==> src/rtl/brt_pkg.sv <==
package brt_pkg;

  typedef enum logic [2:0] {
    OP_PRE  = 3'd0,
    OP_ACT  = 3'd1,
    OP_RD   = 3'd2,
    OP_WR   = 3'd3,
    OP_PREA = 3'd4
  } brt_op_e;

  typedef enum logic [1:0] {
    K_HIT    = 2'd0,
    K_MISS   = 2'd1,
    K_CLOSED = 2'd2
  } brt_kind_e;

  function automatic brt_kind_e classify(input logic is_open, input logic row_eq);
    if (!is_open) return K_CLOSED;
    if (row_eq)   return K_HIT;
    return K_MISS;
  endfunction

  function automatic brt_op_e column_op(input logic wr);
    return wr ? OP_WR : OP_RD;
  endfunction

endpackage

==> src/rtl/brt_bank_table.sv <==
module brt_bank_table #(
  parameter int NB    = 16,
  parameter int ROW_W = 14,
  localparam int IW   = $clog2(NB)
) (
  input  logic             clk,
  input  logic             rst_n,
  input  logic [IW-1:0]    look_idx,
  input  logic [ROW_W-1:0] look_row,
  output logic             look_open,
  output logic             look_match,
  input  logic             open_en,
  input  logic             close_all
);

  logic [NB-1:0]    open_q;
  logic [ROW_W-1:0] row_q [NB];

  for (genvar b = 0; b < NB; b++) begin : g_bank
    always_ff @(posedge clk) begin
      if (!rst_n) begin
        open_q[b] <= 1'b0;
        row_q[b]  <= '0;
      end else if (close_all) begin
        open_q[b] <= 1'b0;
      end else if (open_en && look_idx == IW'(b)) begin
        open_q[b] <= 1'b1;
        row_q[b]  <= look_row;
      end
    end
  end

  assign look_open  = open_q[look_idx];
  assign look_match = (row_q[look_idx] == look_row);

endmodule

==> src/rtl/brt_sequencer.sv <==
module brt_sequencer
  import brt_pkg::*;
(
  input  logic      clk,
  input  logic      rst_n,
  input  logic      start,
  input  brt_kind_e start_kind,
  input  logic      start_prea,
  input  logic      col_write,
  input  logic      cmd_ready,
  output logic      cmd_valid,
  output brt_op_e   cmd_op,
  output logic      idle
);

  typedef enum logic [2:0] {S_IDLE, S_PRE, S_ACT, S_COL, S_PREA} st_e;
  st_e st_q, st_d;

  always_comb begin
    st_d = st_q;
    if (st_q == S_IDLE) begin
      if (start) begin
        if (start_prea)                 st_d = S_PREA;
        else if (start_kind == K_MISS)  st_d = S_PRE;
        else if (start_kind == K_CLOSED) st_d = S_ACT;
        else                            st_d = S_COL;
      end
    end else if (cmd_ready) begin
      case (st_q)
        S_PRE:   st_d = S_ACT;
        S_ACT:   st_d = S_COL;
        default: st_d = S_IDLE;
      endcase
    end
  end

  always_ff @(posedge clk) begin
    if (!rst_n) st_q <= S_IDLE;
    else        st_q <= st_d;
  end

  always_comb begin
    case (st_q)
      S_PRE:   cmd_op = OP_PRE;
      S_ACT:   cmd_op = OP_ACT;
      S_PREA:  cmd_op = OP_PREA;
      default: cmd_op = column_op(col_write);
    endcase
  end

  assign idle      = (st_q == S_IDLE);
  assign cmd_valid = !idle;

endmodule

==> src/rtl/brt_stats.sv <==
module brt_stats #(
  parameter int NEV   = 5,
  parameter int CNT_W = 16
) (
  input  logic                      clk,
  input  logic                      rst_n,
  input  logic [NEV-1:0]            ev,
  output logic [NEV-1:0][CNT_W-1:0] cnt
);

  for (genvar e = 0; e < NEV; e++) begin : g_cnt
    always_ff @(posedge clk) begin
      if (!rst_n)     cnt[e] <= '0;
      else if (ev[e]) cnt[e] <= cnt[e] + CNT_W'(1);
    end
  end

endmodule

==> src/rtl/bank_row_tracker.sv <==
module bank_row_tracker
  import brt_pkg::*;
#(
  parameter int GROUPS = 4,
  parameter int BPG    = 4,
  parameter int ROW_W  = 14,
  parameter int CNT_W  = 16,
  localparam int GW    = $clog2(GROUPS),
  localparam int BW    = $clog2(BPG),
  localparam int NB    = GROUPS * BPG,
  localparam int IW    = $clog2(NB)
) (
  input  logic             clk,
  input  logic             rst_n,
  input  logic             req_valid,
  output logic             req_ready,
  input  logic [GW-1:0]    req_group,
  input  logic [BW-1:0]    req_bank,
  input  logic [ROW_W-1:0] req_row,
  input  logic             req_write,
  input  logic             req_pre_all,
  output logic             cmd_valid,
  input  logic             cmd_ready,
  output logic [2:0]       cmd_op,
  output logic [GW-1:0]    cmd_group,
  output logic [BW-1:0]    cmd_bank,
  output logic [ROW_W-1:0] cmd_row,
  output logic             acc_valid,
  output logic [1:0]       acc_kind,
  output logic             acc_turn,
  output logic             acc_same_group,
  output logic [CNT_W-1:0] cnt_hit,
  output logic [CNT_W-1:0] cnt_miss,
  output logic [CNT_W-1:0] cnt_closed,
  output logic [CNT_W-1:0] cnt_turn,
  output logic [CNT_W-1:0] cnt_same
);

  // named internal events
  logic      accept, col_accept, look_open, look_match, seq_idle, turn_w, same_w;
  logic [IW-1:0] idx;
  brt_kind_e kind_w;
  brt_op_e   op_w;

  // history of the previous column access
  logic          last_valid_q, last_wr_q;
  logic [GW-1:0] last_group_q;
  logic          cur_wr_q;

  assign accept     = req_valid && req_ready;
  assign col_accept = accept && !req_pre_all;
  assign idx        = IW'(req_group) * IW'(BPG) + IW'(req_bank);

  brt_bank_table #(.NB(NB), .ROW_W(ROW_W)) table_i (
    .clk(clk), .rst_n(rst_n),
    .look_idx(idx), .look_row(req_row),
    .look_open(look_open), .look_match(look_match),
    .open_en(col_accept), .close_all(accept && req_pre_all)
  );

  assign kind_w = classify(look_open, look_match);
  assign turn_w = last_valid_q && (req_write != last_wr_q);
  assign same_w = last_valid_q && (req_group == last_group_q);

  brt_sequencer seq_i (
    .clk(clk), .rst_n(rst_n),
    .start(accept), .start_kind(kind_w), .start_prea(req_pre_all),
    .col_write(cur_wr_q), .cmd_ready(cmd_ready),
    .cmd_valid(cmd_valid), .cmd_op(op_w), .idle(seq_idle)
  );

  assign req_ready = seq_idle;
  assign cmd_op    = op_w;

  always_ff @(posedge clk) begin
    if (!rst_n) begin
      last_valid_q   <= 1'b0;
      last_wr_q      <= 1'b0;
      last_group_q   <= '0;
      cur_wr_q       <= 1'b0;
      cmd_group      <= '0;
      cmd_bank       <= '0;
      cmd_row        <= '0;
      acc_valid      <= 1'b0;
      acc_kind       <= 2'd0;
      acc_turn       <= 1'b0;
      acc_same_group <= 1'b0;
    end else begin
      acc_valid <= col_accept;
      if (accept) begin
        cmd_group <= req_group;
        cmd_bank  <= req_bank;
        cmd_row   <= req_row;
        cur_wr_q  <= req_write;
      end
      if (col_accept) begin
        acc_kind       <= kind_w;
        acc_turn       <= turn_w;
        acc_same_group <= same_w;
        last_valid_q   <= 1'b1;
        last_wr_q      <= req_write;
        last_group_q   <= req_group;
      end
    end
  end

  logic [4:0]            ev;
  logic [4:0][CNT_W-1:0] cnt;

  assign ev = {col_accept && same_w,
               col_accept && turn_w,
               col_accept && kind_w == K_CLOSED,
               col_accept && kind_w == K_MISS,
               col_accept && kind_w == K_HIT};

  brt_stats #(.NEV(5), .CNT_W(CNT_W)) stats_i (
    .clk(clk), .rst_n(rst_n), .ev(ev), .cnt(cnt)
  );

  assign cnt_hit    = cnt[0];
  assign cnt_miss   = cnt[1];
  assign cnt_closed = cnt[2];
  assign cnt_turn   = cnt[3];
  assign cnt_same   = cnt[4];

endmodule

==> config.mk <==
export PLATFORM = sky130hd
export DESIGN_NAME = bank_row_tracker
export DESIGN_NICKNAME = d
export VERILOG_FILES = /design/src/rtl/brt_pkg.sv /design/src/rtl/brt_bank_table.sv /design/src/rtl/brt_sequencer.sv /design/src/rtl/brt_stats.sv /design/src/rtl/bank_row_tracker.sv
export SDC_FILE = /design/constraint.sdc
export NUM_CORES = 1
export LEC_CHECK = 0
export BUFFER_PORTS_ARGS = -buffer_cell sky130_fd_sc_hd__buf_2
export CORE_ASPECT_RATIO = 0.6
export CORE_MARGIN = 4
export CORE_UTILIZATION = 60
export DETAILED_ROUTE_END_ITERATION = 7
export PLACE_DENSITY = 0.88
export SYNTH_ARGS = -nofsm -noshare
export SYNTH_HDL_FRONTEND = slang
export SYNTH_SLANG_ARGS = --single-unit
==> constraint.sdc <==
create_clock -name clk -period 4.5 [get_ports clk]
set_input_delay 0.45 -clock clk [delete_from_list [all_inputs] [get_ports clk]]
set_output_delay 0.45 -clock clk [all_outputs]
set_load 0.01 [all_outputs]
---- Yosys cells after proc, flatten, opt, wreduce, memory -nomap -nowiden ----
Memories as Yosys holds them, arrays and structs flattened.
Index checks and enable logic that the tools add are counted.
storage, ports and cells
  register bits ........................... 127
  bits in writable memories ............... 224
  input bits .............................. 24
  output and inout bits ................... 108
  word-level logic and storage cells ...... 214
  memories ................................ 1
operators by class
  add/sub/neg operators ................... 6
  $lt $le $gt $ge ......................... 1
  eq/ne operators ......................... 24
  mux-type cells .......................... 98
  bitwise operators ....................... 17
  reduce and logical (&&, ||, !) cells .... 34
memory list
  name           words  width  read ports  clocked after Yosys merged registers in  write ports  line                  text
  table_i.row_q  16     14     1           0                                        16           brt_bank_table.sv:17  logic [ROW_W-1:0] row_q [NB];
operators by type and width
  kind                                                 count
  two-way mux 14 bit                                   16
  adder 16 x 1 -> 16 bit (second input constant)       5
  two-way mux 1 bit                                    70
  == test 4 bit (second input constant)                8
  logical AND 1 bit                                    26
  == test 4 x 3 -> 1 bit (second input constant)       4
  bitwise OR 1 bit                                     16
  two-way mux 3 bit                                    5
  == test 14 bit                                       1
  case mux 3 bit (3 select lines)                      1
  == test 4 x 2 -> 1 bit (second input constant)       2
  two-way mux 2 bit                                    4
  < comparator 4 x 5 -> 1 bit (second input constant)  1
  adder 4 x 2 -> 4 bit                                 1
  binary-select mux 1 bit (select 4 bit)               1
  == test 4 x 1 -> 1 bit (second input constant)       1
  zero test 4 bit                                      1
  case mux 2 bit (2 select lines)                      1
  == test 3 x 1 -> 1 bit (second input constant)       1
  == test 3 x 2 -> 1 bit (second input constant)       1
  == test 3 bit (second input constant)                1
  zero test 3 bit                                      1
  == test 2 x 1 -> 1 bit (second input constant)       1
  == test 2 bit                                        1
  other kinds (9)                                      10

---- Longest topological paths before layout ----
Gate-level depths: netlist of the first run.
  word-level depth ........................ 13
  gate-level depth with buffers ........... 14
  gate-level depth less buffers ........... 8

---- Hierarchy ----
A second synthesis of the first run with hierarchy kept.
second synthesis, totals
  cell total of the unflattened synthesis .. 1313
  area total of the unflattened synthesis .. 16099.2 µm²
by module, submodules not included
  module            instances  cells each  area an instance (µm²)  sequential area each (µm²)
  brt_bank_table    1          732         11009.3                 7046.8
  brt_stats         1          422         3683.5                  1601.5
  bank_row_tracker  1          128         1143.6                  560.5
  brt_sequencer     1          31          262.8                   60.1

---- Worst setup path after synthesis of the first run ----
No wires, ideal clock.
  path type ............................... reg-to-reg
  start ................................... register seq_i.st_q[2]
  end ..................................... memory table_i.row_q[13][0], enable pin
  library setup time ...................... 0.404 ns
  arrival time ............................ 3.076 ns
  data required time ...................... 4.096 ns
  path slack .............................. 1.020 ns
  cell stages (with the launch flop) ...... 10
  buffers on the path ..................... 4
  clock period less this slack ............ 3.480 ns
  path through ............................ dfxtp_1 > clkbuf_1 > or4b_2 > clkbuf_1 > nor2_1 > buf_2 > nand2_1 > or2_2 > clkbuf_1 > o21ai_0
RTL lines
  item                    line                  text
  from (decl)             brt_sequencer.sv:17   st_e st_q, st_d;
  from (signal assigned)  brt_sequencer.sv:39   else st_q <= st_d;
  to (decl)               brt_bank_table.sv:17

---- Final worst setup path of the first run ----
  start ................................... input port req_bank[1]
  end ..................................... register stats_i.cnt[7] (netlist bit)
on the way
  word-level cells in the longest chain between the ends .. 9
  elaborated cells between the ends (all ways) .. 12
  classes of those cells .................. add/sub (1); eq/ne (1); mux (7); reduce/logical (2); memory (1)
RTL lines
  item                             line                     text
  from (decl)                      bank_row_tracker.sv:18   input logic [BW-1:0] req_bank,
  adder 4 x 2 -> 4 bit (*)         bank_row_tracker.sv:52   assign idx = IW'(req_group) * IW'(BPG) + IW'(req_bank);
  memory (16 x 14 bit)             -
  == test 14 bit                   brt_bank_table.sv:34     assign look_match = (row_q[look_idx] == look_row);
  two-way mux 1 bit (2 in series)  brt_pkg.sv:19            if (row_eq) return K_HIT;
  two-way mux 2 bit                brt_pkg.sv:20            return K_MISS;
  two-way mux 2 bit (*)            brt_pkg.sv:19
  zero test 2 bit (*)              bank_row_tracker.sv:114  col_accept && kind_w == K_HIT};
  logical AND 1 bit (*)            bank_row_tracker.sv:114
  to (signal, indexed assignment)  brt_stats.sv:14          else if (ev[e]) cnt[e] <= cnt[e] + CNT_W'(1);
  to (decl)                        brt_stats.sv:8           output logic [NEV-1:0][CNT_W-1:0] cnt
Every way passes the cells marked *; elsewhere a longest branch is shown, timed or not. The select of a mux whose other input is x is not followed.
A chain may end at the register's enable or synchronous reset.

==> flow_summary.json, run 1 <==
{
  "status": "finished clean",
  "antenna_found_initial": 1,
  "die_y_um": 135,
  "synth.most_common_cell": "and2_1",
  "synth_cell_types": 48,
  "cts_resized": 0,
  "grt_overflow_total": 0,
  "slew_violations": 0,
  "dieArea_um2": 29500,
  "ir_drop_uv": 323,
  "synth_common_cells": "and2_1, edfxtp_1, dfxtp_1",
  "rsz0062_at_grt": "no",
  "dp_hpwl_um": 28400,
  "io_buffers": 131,
  "maxCapViolCount": 0,
  "reg2reg_to": "table_i.row_q[2][1]",
  "synth_edf_count": 224,
  "start_util_pct": 60.9,
  "tightest_slew_ps": 1080,
  "ios": 132,
  "drive_above_1_share_pct": 19.2,
  "p_leak_uw": 0.00704,
  "cp-end-kind": "flip-flop",
  "coreArea_um2": 26400,
  "cts_sinks": 351,
  "htreeDepth": 1,
  "fmax_ghz": 0.269,
  "hp-start": "req_write",
  "clockRootBuffer": "clkbuf_16",
  "post-synth-top-area-cell": "edfxtp_1",
  "finalSetupTns_ps": 0,
  "yosysTopAreaCellShare_pct": 41.9,
  "ant_nets": 0,
  "dr.pass1.iters": 8,
  "fin_nets": 1523,
  "cts_hold_buf": 0,
  "ff_latch_area_um2": 9270,
  "startpoint_type": "input pin",
  "skew_ps": 20.0,
  "tritoncts": "yes",
  "rows": 46,
  "synth_area_um2": 16000,
  "clkSlewWorstSetupHoldPaths_ps": 70,
  "multi_input_area_um2": 6280,
  "path_max_fanout": 27,
  "total_power_uw": 6850,
  "drtIter0Drc": 1699,
  "path_class": "in2reg",
  "required_ps": 4970,
  "totalWireLength_um": 42000,
  "crit_chain": "buf_2 > buf_4 > nor2b_1 > a22oi_1 > a211o_1 > nand3_1 > nand4_1 > or4_4 > or4_1 > a21oi_1",
  "grtUsageTotal_pct": 28.2,
  "holdPathStages": 3,
  "via_per_inst": 6.29,
  "cts_setup_buffers": 0,
  "yosysWarnings": 0,
  "crit_arrival_ps": 4190,
  "setup_viol": 0,
  "wire_per_inst_um": 22.4,
  "grt_pass1_vias": 11400,
  "syn_avg_cell_area_um2": 11.6,
  "ys.flop_type": "edfxtp_1",
  "synthArstFlopShare_pct": 0,
  "reg2reg_slack_ps": 1050,
  "rr_startpoint": "seq_i.st_q[2]",
  "syn2layout_area_growth_pct": 13.1,
  "synth_cells": 1388,
  "r2r_cells": 8,
  "ys_ff_latch": 351,
  "yosysSeqAreaShare_pct": 57.8,
  "maxSlewHeadroom_pct": 27.5,
  "cts-buffers-inserted": 30,
  "syn_nets": 1417,
  "antennaDiodeCount": 0,
  "whs_ps": 182,
  "cp_slowest_cell": "or4_4",
  "finalHoldViolCount": 0,
  "cts.path.max_buffers": 3,
  "slowest_delay_ps": 700,
  "fin_area_um2": 18100,
  "routabilityCongestion": 0.902,
  "grt_max_degree": 101,
  "holdPathEnd": "last_wr_q",
  "yosys-top-cells-area": "edfxtp_1, dfxtp_1, and2_1",
  "nFillCells": 1817,
  "power_density_nw_per_um2": 377,
  "period_needed_ps": 3720,
  "place_area_um2": 17100,
  "worst_hold_path_type": "in2reg",
  "drc": 0,
  "timing.final.crit_share_pct": 82.6,
  "clk_latency_ps": 580,
  "dr_total_vias": 11819,
  "die_x_um": 219,
  "grt_pass1_wl_um": 64600
}
-- cells by family after synthesis --
| logic type | Yosys count | share of synthesized area (%) |
|---|---|---|
| simple gates | 601 | 20.3 |
| flops | 351 | 57.8 |
| compound gates | 174 | 6.35 |
| buf+inv | 122 | 3.17 |
| mux | 93 | 9.71 |
| xor+xnor | 42 | 2.29 |
| fa+ha+maj | 5 | 0.390 |
-- per-stage QoR --
step | util, % | instances | worst slack [ps]
after floorplan | - | 1388 | 1020
after global placement | 64.9 | 1822 | 559
after detailed placement | 64.9 | 1822 | 385
after CTS | 68.8 | 1878 | 910
after global routing | 68.8 | 1878 | 703
final | 68.8 | 1878 | 782
-- layer usage --
metal / global-route usage (%) / part of all wire, % / up-vias
met5: 0 / 0.026 / -
met4: 6.52 / 2.0 / 2
met3: 6.61 / 13 / 88
met2: 42.9 / 45 / 799
met1: 41.7 / 40 / 5750
li1: - / - / 5180
-- how the worst max path moves through the flow --
stage / end / from / slack, ps
final: stats_i.cnt[7] / req_bank[1] / 780
after global routing: stats_i.cnt[12] / req_bank[1] / 700
after CTS: stats_i.cnt[7] / req_bank[1] / 910
after detailed placement: stats_i.cnt[7] / req_bank[1] / 390
after global placement: stats_i.cnt[10] / req_bank[1] / 560
after floorplan: table_i.row_q[13][0] / seq_i.st_q[2] / 1020
-- area by class of cell --
cell class | instances | area share (%)
clock buffer | 43 | 5.03
clock inverter | 13 | 0.669
inverter | 14 | 0.297
multi-input combinational | 915 | 34.6
sequential | 351 | 51.1
tap | 360 | 2.48
timing repair buffer | 182 | 5.81
-- layout by cell type (no fill, tap or decap), drive strengths merged, types with 13 or more instances in the layout --
master  Yosys  layout
a21oi      87      87
a22oi      18      18
and2      232     232
and3       32      32
buf        18     182
clkbuf     90      43
dfxtp     127     127
edfxtp    224     224
inv        14      16
mux2i      42      42
mux4       50      50
nand2     116     116
nand3      31      31
nor2       88      88
nor3       13      13
o21ai      32      32
o31ai      21      21
or3        17      17
or4        22      22
xnor2      23      23
xor2       19      19
-- where the power goes --
group	leakage, uW	internal [uW]	switching (uW)	total (uW)
sequential	0.00334	3520	56.3	3580
clock	0.000514	1530	1180	2710
combinational	0.00318	200	363	563
total	0.00704	5250	1600	6850
-- state kept, by name, indices dropped and copies added (netlist names) --
register,count
cmd_row,14
last_wr_q,1
last_group_q,2
cmd_bank,2
last_valid_q,1
acc_turn,1
seq_i.st_q,3
table_i.row_q,224
cur_wr_q,1
table_i.open_q,16
acc_valid,1
acc_same_group,1
stats_i.cnt,80
acc_kind,2
cmd_group,2
-- critical path: cells and delay by family --
family,cells,cell delay [ps]
compound gates,3,710
buf+inv,2,950
simple gates,5,2040
No activity file was read; power rests on OpenSTA's default activity.
==> run 2, diff against run 1 <==
--- a/config.mk
+++ b/config.mk
@@ -8,9 +8,9 @@
 export BUFFER_PORTS_ARGS = -buffer_cell sky130_fd_sc_hd__buf_2
 export CORE_ASPECT_RATIO = 0.6
 export CORE_MARGIN = 4
-export CORE_UTILIZATION = 60
+export CORE_UTILIZATION = 54
 export DETAILED_ROUTE_END_ITERATION = 7
-export PLACE_DENSITY = 0.88
+export PLACE_DENSITY = 0.84
 export SYNTH_ARGS = -nofsm -noshare
 export SYNTH_HDL_FRONTEND = slang
 export SYNTH_SLANG_ARGS = --single-unit
==> constraint.sdc (replaced) <==
create_clock -name clk -period 3.1 [get_ports clk]
set_input_delay 0.31 -clock clk [delete_from_list [all_inputs] [get_ports clk]]
set_output_delay 0.31 -clock clk [all_outputs]
set_load 0.01 [all_outputs]
==> flow_summary.json, run 2 (synthesis gave the netlist of run 1 again) <==
{
  "status": "finished, violations left",
  "violations": "setup timing",
  "cp-end-kind": "flip-flop",
  "maxCapViolCount": 0,
  "antenna_found_initial": 0,
  "tritoncts": "yes",
  "htreeDepth": 1,
  "fin_nets": 1598,
  "grtUsageTotal_pct": 26.8,
  "startpoint_type": "flip-flop",
  "worst_hold_path_type": "in2reg",
  "cp_top_family": "multiplexers",
  "dr_total_vias": 12268,
  "wire_per_inst_um": 22.7,
  "start_util_pct": 55.3,
  "tightest_slew_ps": 753,
  "path_class": "reg2reg",
  "setup_viol": 19,
  "grt_pass1_wl_um": 68900,
  "reg_top3": "table_i.row_q (224), stats_i.cnt (80), table_i.open_q (16)",
  "timing.final.crit_share_pct": 107,
  "power_density_nw_per_um2": 528,
  "ir_drop_uv": 542,
  "maxSlewHeadroom_pct": 49.7,
  "io_buffers": 131,
  "die_x_um": 231,
  "grt_pass1_vias": 11997,
  "drive_above_1_share_pct": 25.7,
  "path_max_fanout": 5,
  "crit_top_cell": "mux4_2",
  "grt_overflow_total": 0,
  "drc": 0,
  "rsz0062_at_grt": "yes",
  "finalHoldViolCount": 0,
  "ios": 132,
  "crit_buf_inv": 2,
  "dieArea_um2": 32600,
  "layout.cells.most_common_list": "and2_1, edfxtp_1, buf_2",
  "dp_hpwl_um": 29800,
  "crit_chain": "mux4_2 > mux4_2 > xor2_2 > nor3_4 > o211ai_1 > buf_4 > or4_4 > buf_6 > o31ai_2 > a21oi_2",
  "via_per_inst": 6.15,
  "dr.pass1.iters": 8,
  "coreArea_um2": 29000,
  "clkSlewWorstSetupHoldPaths_ps": 70,
  "fin_util_pct": 66.2,
  "dpl_worst_slack_ps": -412,
  "period_needed_ps": 3330,
  "grt_max_degree": 101,
  "required_ps": 3560,
  "crit_arrival_ps": 3790,
  "slew_violations": 0,
  "clk_latency_ps": 590,
  "clockRootBuffer": "clkbuf_16",
  "slowest_delay_ps": 510,
  "ant_nets": 0,
  "syn2layout_area_growth_pct": 19.7,
  "skew_ps": 9.55,
  "final_common_cell": "and2_1",
  "finalSetupTns_ps": -1830,
  "rows": 48,
  "die_y_um": 142,
  "largest-register": "table_i.row_q",
  "cts-buffers-inserted": 31,
  "largest_reg_flops": 224,
  "cts_sinks": 351,
  "totalWireLength_um": 45300,
  "fmax_ghz": 0.300,
  "worst_slack_ps": -228,
  "routabilityCongestion": 0.868,
  "cts.path.max_buffers": 3,
  "drtIter0Drc": 1952,
  "nFillCells": 2014,
  "total_power_uw": 10100,
  "cp_slowest_cell": "mux4_2",
  "p_leak_uw": 0.00753
}
-- run 2: cell count changes in the layout (fill, tap and decap cells not counted), moves of 6 or more --
cell / previous run / this run
o31ai_2: 0 / 8
a21oi_2: 0 / 6
or4_1: 21 / 12
or4_4: 1 / 12
buf_12: 1 / 8
a21oi_1: 87 / 81
buf_4: 51 / 103
buf_6: 0 / 10
o31ai_1: 21 / 9
-- run 2: power by group --
part           leakage (uW)  switching [uW]  internal, uW
clock              0.000538            1800          2230
sequential          0.00334            66.3          5110
combinational       0.00365             583           351
total               0.00753            2450          7690
-- run 2: final timing paths --
path | from | end | slack, ps | cells after the start
worst max-delay path | table_i.row_q[14][10] | stats_i.cnt[12] | -230 | 10
worst min-delay path | req_pre_all | seq_i.st_q[2] | 100 | 3
worst max register to register | table_i.row_q[14][10] | stats_i.cnt[12] | -230 | 10
worst min register to register | cmd_row[3] | cmd_row[3] | 460 | 2
-- run 2: final cells by class --
type	count	area, um2	share of cell area, %
Sequential cell	351	9270	48.2
Multi-Input combinational cell	917	6570	34.2
Timing Repair Buffer	254	1750	9.09
Clock buffer	44	983	5.12
Tap cell	400	500	2.60
Clock inverter	14	90.1	0.469
Inverter	14	53.8	0.280
Antenna cell	1	2.50	0.0130
-- run 2: repair_timing --
action,CTS,global route
endpoints found under the setup margin,10,35
hold buffers,1,0
hold endpoints to repair,2,0
pin swaps,25,32
cloned,2,2
setup buffers,7,8
resized for setup,18,48
-- run 2: layer usage --
metal | share of wire, % | track usage (%) | vias to the layer above
met2 | 45 | 41.3 | 835
li1 | - | - | 5337
met4 | 2.5 | 5.37 | 0
met5 | 0 | 0 | -
met1 | 41 | 40.0 | 5990
met3 | 12 | 5.62 | 106
-- run 2: worst min-delay path, stage by stage --
cell,delay (ps)
buf_2,150
nand2_1,100
a21oi_1,70
-- run 2: metrics by stage --
stage                     instances  hold slack (ps)  cell area (um2)
after floorplan                1388              431            16100
after global placement         1917              441            17600
after detailed placement       1917              447            17600
after CTS                      1985             63.9            18900
after global routing           1994              115            19200
final                          1995             95.6            19200
